<file path="src/rtl/bit_rmw_pkg.sv">
package bit_rmw_pkg;

    typedef enum logic [1:0] {
        OP_SET  = 2'b00,
        OP_CLR  = 2'b01,
        OP_TSTM = 2'b10,
        OP_TSTR = 2'b11
    } op_e;

    typedef enum logic [1:0] {
        AM_IO    = 2'b00,
        AM_ABS8  = 2'b01,
        AM_ABS16 = 2'b10,
        AM_ABSX  = 2'b11
    } amode_e;

    typedef enum logic [2:0] {
        ST_IDLE  = 3'd0,
        ST_READ  = 3'd1,
        ST_WAIT  = 3'd2,
        ST_WRITE = 3'd3,
        ST_DONE  = 3'd4
    } state_e;

endpackage

</file>
<file path="src/rtl/bit_rmw_addr.sv">
module bit_rmw_addr
    import bit_rmw_pkg::*;
#(
    parameter int ADDR_W = 16,
    parameter int OFFS_W = 8,
    parameter logic [ADDR_W-1:0] IO_BASE = 16'h3F80
) (
    input  amode_e            mode_i,
    input  logic [ADDR_W-1:0] addr_i,
    output logic [ADDR_W-1:0] ea_o
);

    localparam int PAD_W = ADDR_W - OFFS_W;

    logic [ADDR_W-1:0] short_addr;

    // Zero-extended short form, shared by the I/O and 8-bit absolute modes.
    assign short_addr = {{PAD_W{1'b0}}, addr_i[OFFS_W-1:0]};

    always_comb begin
        unique case (mode_i)
            AM_IO:   ea_o = IO_BASE + short_addr;
            AM_ABS8: ea_o = short_addr;
            default: ea_o = addr_i;
        endcase
    end

endmodule

</file>
<file path="src/rtl/bit_rmw_bitlogic.sv">
module bit_rmw_bitlogic #(
    parameter int DATA_W = 8,
    parameter int POS_W  = $clog2(DATA_W)
) (
    input  logic [POS_W-1:0]  pos_i,
    input  logic [DATA_W-1:0] operand_i,
    input  logic [DATA_W-1:0] alt_mask_i,
    input  logic              use_alt_i,
    output logic [DATA_W-1:0] set_val_o,
    output logic [DATA_W-1:0] clr_val_o,
    output logic              zf_o,
    output logic              nf_o
);

    logic [DATA_W-1:0] onehot;
    logic [DATA_W-1:0] mask;
    logic [DATA_W-1:0] masked;

    // One decoder line per bit position.
    for (genvar g = 0; g < DATA_W; g++) begin : g_dec
        assign onehot[g] = (pos_i == POS_W'(g));
    end

    assign mask      = use_alt_i ? alt_mask_i : onehot;
    assign masked    = operand_i & mask;
    assign zf_o      = (masked == '0);
    assign nf_o      = masked[DATA_W-1];
    assign set_val_o = operand_i | onehot;
    assign clr_val_o = operand_i & ~onehot;

endmodule

</file>
<file path="src/rtl/bit_rmw_seq.sv">
module bit_rmw_seq
    import bit_rmw_pkg::*;
#(
    parameter int ADDR_W = 16,
    parameter int DATA_W = 8,
    parameter int OFFS_W = 8,
    parameter logic [ADDR_W-1:0] IO_BASE = 16'h3F80
) (
    input  logic              clk,
    input  logic              rst_n,
    input  logic              start_i,
    input  logic [1:0]        op_i,
    input  logic [1:0]        mode_i,
    input  logic [2:0]        bitpos_i,
    input  logic [ADDR_W-1:0] addr_i,
    input  logic [DATA_W-1:0] reg_i,
    input  logic [DATA_W-1:0] imm_i,
    output logic              busy_o,
    output logic              done_o,
    output logic              zf_o,
    output logic              nf_o,
    output logic              cf_o,
    output logic              vf_o,
    output logic [ADDR_W-1:0] mem_addr_o,
    output logic              mem_rd_o,
    output logic              mem_wr_o,
    output logic [DATA_W-1:0] mem_wdata_o,
    input  logic [DATA_W-1:0] mem_rdata_i
);

    localparam int POS_W = $clog2(DATA_W);

    typedef struct packed {
        state_e            st;
        op_e               op;
        logic [POS_W-1:0]  pos;
        logic [ADDR_W-1:0] addr;
        logic [DATA_W-1:0] held;
        logic              zf;
        logic              nf;
    } regs_t;

    regs_t r_d, r_q;

    logic [ADDR_W-1:0] ea;
    logic              accept;
    logic              at_rest;
    logic [DATA_W-1:0] operand;
    logic [POS_W-1:0]  pos_sel;
    logic [DATA_W-1:0] set_val, clr_val;
    logic              zf_calc, nf_calc;

    bit_rmw_addr #(
        .ADDR_W (ADDR_W),
        .OFFS_W (OFFS_W),
        .IO_BASE(IO_BASE)
    ) i_addr (
        .mode_i(amode_e'(mode_i)),
        .addr_i(addr_i),
        .ea_o  (ea)
    );

    assign at_rest = (r_q.st == ST_IDLE) || (r_q.st == ST_DONE);
    assign accept  = start_i && at_rest;

    // Operand: fresh read data, the held byte, or the register input.
    always_comb begin
        unique case (r_q.st)
            ST_WAIT:  operand = mem_rdata_i;
            ST_WRITE: operand = r_q.held;
            default:  operand = reg_i;
        endcase
    end

    assign pos_sel = r_q.pos;

    bit_rmw_bitlogic #(
        .DATA_W(DATA_W),
        .POS_W (POS_W)
    ) i_bits (
        .pos_i     (pos_sel),
        .operand_i (operand),
        .alt_mask_i(imm_i),
        .use_alt_i (at_rest),
        .set_val_o (set_val),
        .clr_val_o (clr_val),
        .zf_o      (zf_calc),
        .nf_o      (nf_calc)
    );

    always_comb begin
        r_d = r_q;
        unique case (r_q.st)
            ST_IDLE, ST_DONE: begin
                r_d.st = ST_IDLE;
                if (accept) begin
                    r_d.op   = op_e'(op_i);
                    r_d.pos  = POS_W'(bitpos_i);
                    r_d.addr = ea;
                    if (op_e'(op_i) == OP_TSTR) begin
                        r_d.st = ST_DONE;
                        r_d.zf = zf_calc;
                        r_d.nf = nf_calc;
                    end else begin
                        r_d.st = ST_READ;
                    end
                end
            end
            ST_READ: r_d.st = ST_WAIT;
            ST_WAIT: begin
                r_d.held = mem_rdata_i;
                if (r_q.op == OP_TSTM) begin
                    r_d.st = ST_DONE;
                    r_d.zf = zf_calc;
                    r_d.nf = nf_calc;
                end else begin
                    r_d.st = ST_WRITE;
                end
            end
            ST_WRITE: begin
                r_d.st = ST_DONE;
                r_d.zf = zf_calc;
                r_d.nf = nf_calc;
            end
            default: r_d.st = ST_IDLE;
        endcase
    end

    always_ff @(posedge clk) begin
        if (!rst_n) begin
            r_q <= '{st: ST_IDLE, op: OP_SET, pos: '0, addr: '0,
                     held: '0, zf: 1'b0, nf: 1'b0};
        end else begin
            r_q <= r_d;
        end
    end

    assign busy_o      = (r_q.st == ST_READ) || (r_q.st == ST_WAIT) || (r_q.st == ST_WRITE);
    assign done_o      = (r_q.st == ST_DONE);
    assign mem_rd_o    = (r_q.st == ST_READ);
    assign mem_wr_o    = (r_q.st == ST_WRITE);
    assign mem_addr_o  = r_q.addr;
    assign mem_wdata_o = (r_q.op == OP_SET) ? set_val : clr_val;
    assign zf_o        = r_q.zf;
    assign nf_o        = r_q.nf;
    assign cf_o        = 1'b0;
    assign vf_o        = 1'b0;

    AST_RD_WR_EXCL: assert property (@(posedge clk) disable iff (!rst_n)
        !(mem_rd_o && mem_wr_o));

    AST_WR_AFTER_RD: assert property (@(posedge clk) disable iff (!rst_n)
        mem_wr_o |-> ($past(mem_rd_o, 2) && mem_addr_o == $past(mem_addr_o, 2)));

    AST_WDATA_ONE_BIT: assert property (@(posedge clk) disable iff (!rst_n)
        mem_wr_o |-> ($countones(mem_wdata_o ^ r_q.held) <= 1));

    AST_ZF_NF_EXCL: assert property (@(posedge clk) disable iff (!rst_n)
        (done_o && zf_o) |-> !nf_o);

    AST_FLAGS_HOLD: assert property (@(posedge clk) disable iff (!rst_n)
        !($stable(zf_o) && $stable(nf_o)) |-> done_o);

    AST_BUSY_NO_RD_START: assert property (@(posedge clk) disable iff (!rst_n)
        (busy_o && !mem_wr_o) |=> !mem_rd_o);

endmodule

</file>
<file path="config.mk">
export PLATFORM = sky130hd
export DESIGN_NAME = bit_rmw_seq
export DESIGN_NICKNAME = d
export VERILOG_FILES = /design/src/rtl/bit_rmw_pkg.sv /design/src/rtl/bit_rmw_addr.sv /design/src/rtl/bit_rmw_bitlogic.sv /design/src/rtl/bit_rmw_seq.sv
export SDC_FILE = /design/constraint.sdc
export NUM_CORES = 1
export LEC_CHECK = 0
export ABC_AREA = 1
export CORE_MARGIN = 5
export CORE_UTILIZATION = 34
export CTS_CLUSTER_SIZE = 30
export DETAILED_ROUTE_END_ITERATION = 16
export PLACE_DENSITY = 0.67
export SKIP_CTS_REPAIR_TIMING = 1
export SLEW_MARGIN = 20
export SYNTH_ARGS = -nofsm -noshare
export SYNTH_HDL_FRONTEND = slang
export SYNTH_SLANG_ARGS = --single-unit
</file>
<file path="constraint.sdc">
create_clock -name clk -period 2.1 [get_ports clk]
set_input_delay 0.42 -clock clk [delete_from_list [all_inputs] [get_ports clk]]
set_output_delay 0.42 -clock clk [all_outputs]
set_load 0.02 [all_outputs]
</file>
==> results.md <==
Logic synthesis:
- The number of synthesized register bits is 34.
- The fraction of post-synthesis cell area in the top cell type by area is 0.372.
- A synthesized cell averages 6.73 µm².
- The library cell with the largest summed area after synthesis is sky130_fd_sc_hd__dfxtp_1.
- Synthesis produced 272 cells.
- Yosys attributes the largest share of cell area to sky130_fd_sc_hd__dfxtp_1 37%, sky130_fd_sc_hd__nand2_1 13%, sky130_fd_sc_hd__o21ai_0 9.6%.
- The distinct cell type count of the synthesized netlist is 24.
- The sequential area share after synthesis is 0.372.
- Yosys printed 0 warnings.
- The cell area that synthesis handed to floorplanning was 1830 µm².

Routing:
- The remaining antenna violation count is 0.
- The detailed-router iteration count before antenna repair is 4.
- Summing over every cut layer, the via total after detailed routing is 1995.
- In the routed layout, each cell is associated on average with a via count of 4.72.
- After detailed routing, the number of remaining DRC violations is 0.
- After the first detailed-routing iteration, the DRC count stood at 95.
- The routed wire length is 5530 µm.
- The routed wire length per instance is 13.1 µm.

Clocking:
- The number of sinks on the clock net is 34.
- The depth of the CTS H-tree is 2.
- The source-to-sink clock delay at the later pin of the worst-skew pair is 0.29 ns.
- The maximum count of clock buffers along a single path is 2.
- The total clock buffers created by CTS is 5.
- The clock tree root buffer cell is sky130_fd_sc_hd__clkbuf_8.
- The clock tree from TritonCTS is done.
- The clock transition at the register clock pins on the worst setup and hold paths after CTS is 0.07 ns.

GRT:
- The aggregate global-route resource usage is 0.156.
- The number of antenna violations at the first check in global routing came to 0.
- The maximum number of pins on one net before global-route repair is 22.
- The number of global-route vias before repair is 1888.
- The first-pass GRT wire length is 9010 µm.
- The total overflow left after global routing is 0.

Timing:
- The final number of hold-violating endpoints is 0.
- The aggregate negative setup slack is 0 ns.
- For this run, the top clock speed supported by timing is 0.498 GHz.
- The post-route clock skew is 0.00810 ns.
- The max-slew violation count came to 0.
- Setup violations remaining at the end of the flow were counted as 0.
- Subtracting the final worst setup slack from the clock period gives 2.01 ns.
- Setup repair after global routing could not meet its margin everywhere.
- Hold is met by 0.466 ns.
- In the finished design, the share of the clock period the worst path needs comes to 0.957.

Critical path:
- The setup slack on the worst flop-to-flop path is 0.36 ns.
- For this run, the slowest stage of the critical path takes 0.36 ns.
- The type of element capturing the critical path is a primary output.
- The critical path contains buffers and inverters numbering 3 combined.
- The worst setup path is launched from a flip-flop.
- The biggest fanout along the worst timing path is 7.
- The endpoint arrival time on the critical path is 1.59 ns.
- The critical path data required time is 1.68 ns.
- The critical path's most frequent cell is sky130_fd_sc_hd__nand3_1.
- The critical path goes through inv_2 -> nor2_4 -> buf_4 -> nand3_1 -> nand3_1 -> nand2_1 -> o21ai_0 -> dlymetal6s2s_1.
- The category of the critical setup timing path is flip-flop to primary output.
- In this design, the largest share of critical-path delay is due to buffers and inverters.
- The cell with the largest stage delay on the worst path is sky130_fd_sc_hd__dfxtp_1.

Cells and area:
- The finished cells cover 2840 µm².
- The number of fill cells in the layout is 514.
- The synthesis-to-finish area growth is 55.1%.
- The most common cell after layout, fill and taps aside is sky130_fd_sc_hd__clkdlybuf4s50_1.
- The multi-input combinational cells in the finished layout cover a total of 906 µm².
- The final layout contains 402 nets.
- The library cells used most frequently in the layout, excluding fill and tap cells, are 67 x sky130_fd_sc_hd__clkdlybuf4s50_1, 64 x sky130_fd_sc_hd__nand2_1, 35 x sky130_fd_sc_hd__o21ai_0.
- 0 antenna diodes ended up in the layout.
- Of the cells placed in the final design, the portion with a size suffix greater than 1 is 0.142.
- The area used by sequential logic in the layout is 686 µm².

Die:
- 82 I/O pins were placed.
- From left edge to right edge, the die measures 83.4 µm.
- The placement row count is 26.
- The floorplan die area is 6960 µm².
- The effective utilization at floorplan is 0.354.
- The core region is 5170 µm².
- The floorplan step set the die height to 83.4 µm.

Power:
- For this design the static power due to leakage is 1.28 nW.
- For this design the ratio of total power to cell area is 757 nW/µm².
- The worst-case IR drop observed on VDD is 0.513 mV.

Flow run:
- Across the run, the number of max-cap violations was 0.

Placed design:
- The instance area after placement is 2680 µm².
- The number of port buffers is 79.
- The congestion estimate from routability-driven global placement came to 0.846.
- The HPWL after detailed placement is 4200 µm.

Run status:
- The flow ran to the end, and the final reports show no timing, DRC or antenna violations.

Hold path:
- The type of the worst min-delay path is flip-flop to flip-flop.
==> kinds of logic (layout without fill, tap and decap cells) <==
family | Yosys count | in the layout | synth area share
flip-flops | 34 | 34 | 0.372
buffers and inverters | 44 | 124 | 0.136
AO/OA/AOI/OAI | 63 | 63 | 0.178
other | 1 | 2 | 0.00205
AND/OR/NAND/NOR | 130 | 130 | 0.313
==> worst min-delay path, stage by stage, from the launching register on <==
cell and delay (ns):
sky130_fd_sc_hd__dfxtp_1 0.31, sky130_fd_sc_hd__nand2_1 0.06, sky130_fd_sc_hd__a21oi_1 0.05
==> sequential cells by signal, summed over array words and instances, names as in the netlist <==
register    count
mem_addr_o     16
pos_sel         3
r_q            13
nf_o            1
zf_o            1
==> metrics by stage <==
stage               instances  power [W]  worst slack (ns)  utilization
global route              423    0.00228           -0.0434        0.549
detailed placement        413    0.00143            -0.212        0.518
floorplan                 273    0.00114             0.384            -
global placement          413    0.00142            -0.195        0.518
CTS                       421    0.00218            -0.443        0.546
finish                    423    0.00215            0.0902        0.549
==> final timing paths <==
check                                      end  startpoint  cells past startpoint
worst max-delay path            mem_wdata_o[0]     r_q[32]                      8
worst min-delay path                    r_q[3]      r_q[3]                      2
worst max register to register            zf_o     r_q[32]                      9
worst min register to register          r_q[3]      r_q[3]                      2
==> where the power goes <==
| part | internal, W | switching [W] | leakage (nW) |
|---|---|---|---|
| Combinational | 0.000308 | 0.000351 | 0.931 |
| Clock | 0.000506 | 0.000241 | 0.0714 |
| Sequential | 0.000704 | 0.0000412 | 0.281 |
==> routing by layer <==
metal,vias up,GRT usage,wire (µm)
li1,1040,-,-
met1,873,0.204,2570
met2,75,0.245,2420
met3,7,0.0554,496
met4,0,0.0357,44
met5,-,0,0
==> Yosys cell counts, drive strengths merged <==
cell type / n
inv: 16
o21ai: 37
nand4: 7
conb: 1
buf: 22
dfxtp: 34
a21oi: 25
nor2: 32
o211ai: 1
nand2: 67
nor3: 2
nand3: 22
clkbuf: 6
==> cell type report <==
cell class / count / area share
Clock buffer: 6 / 0.0291
Clock inverter: 2 / 0.0211
Inverter: 16 / 0.0211
Multi-Input combinational cell: 195 / 0.319
Sequential cell: 34 / 0.241
Tap cell: 70 / 0.0308
Timing Repair Buffer: 100 / 0.338
No activity file was read; power rests on OpenSTA's default activity.
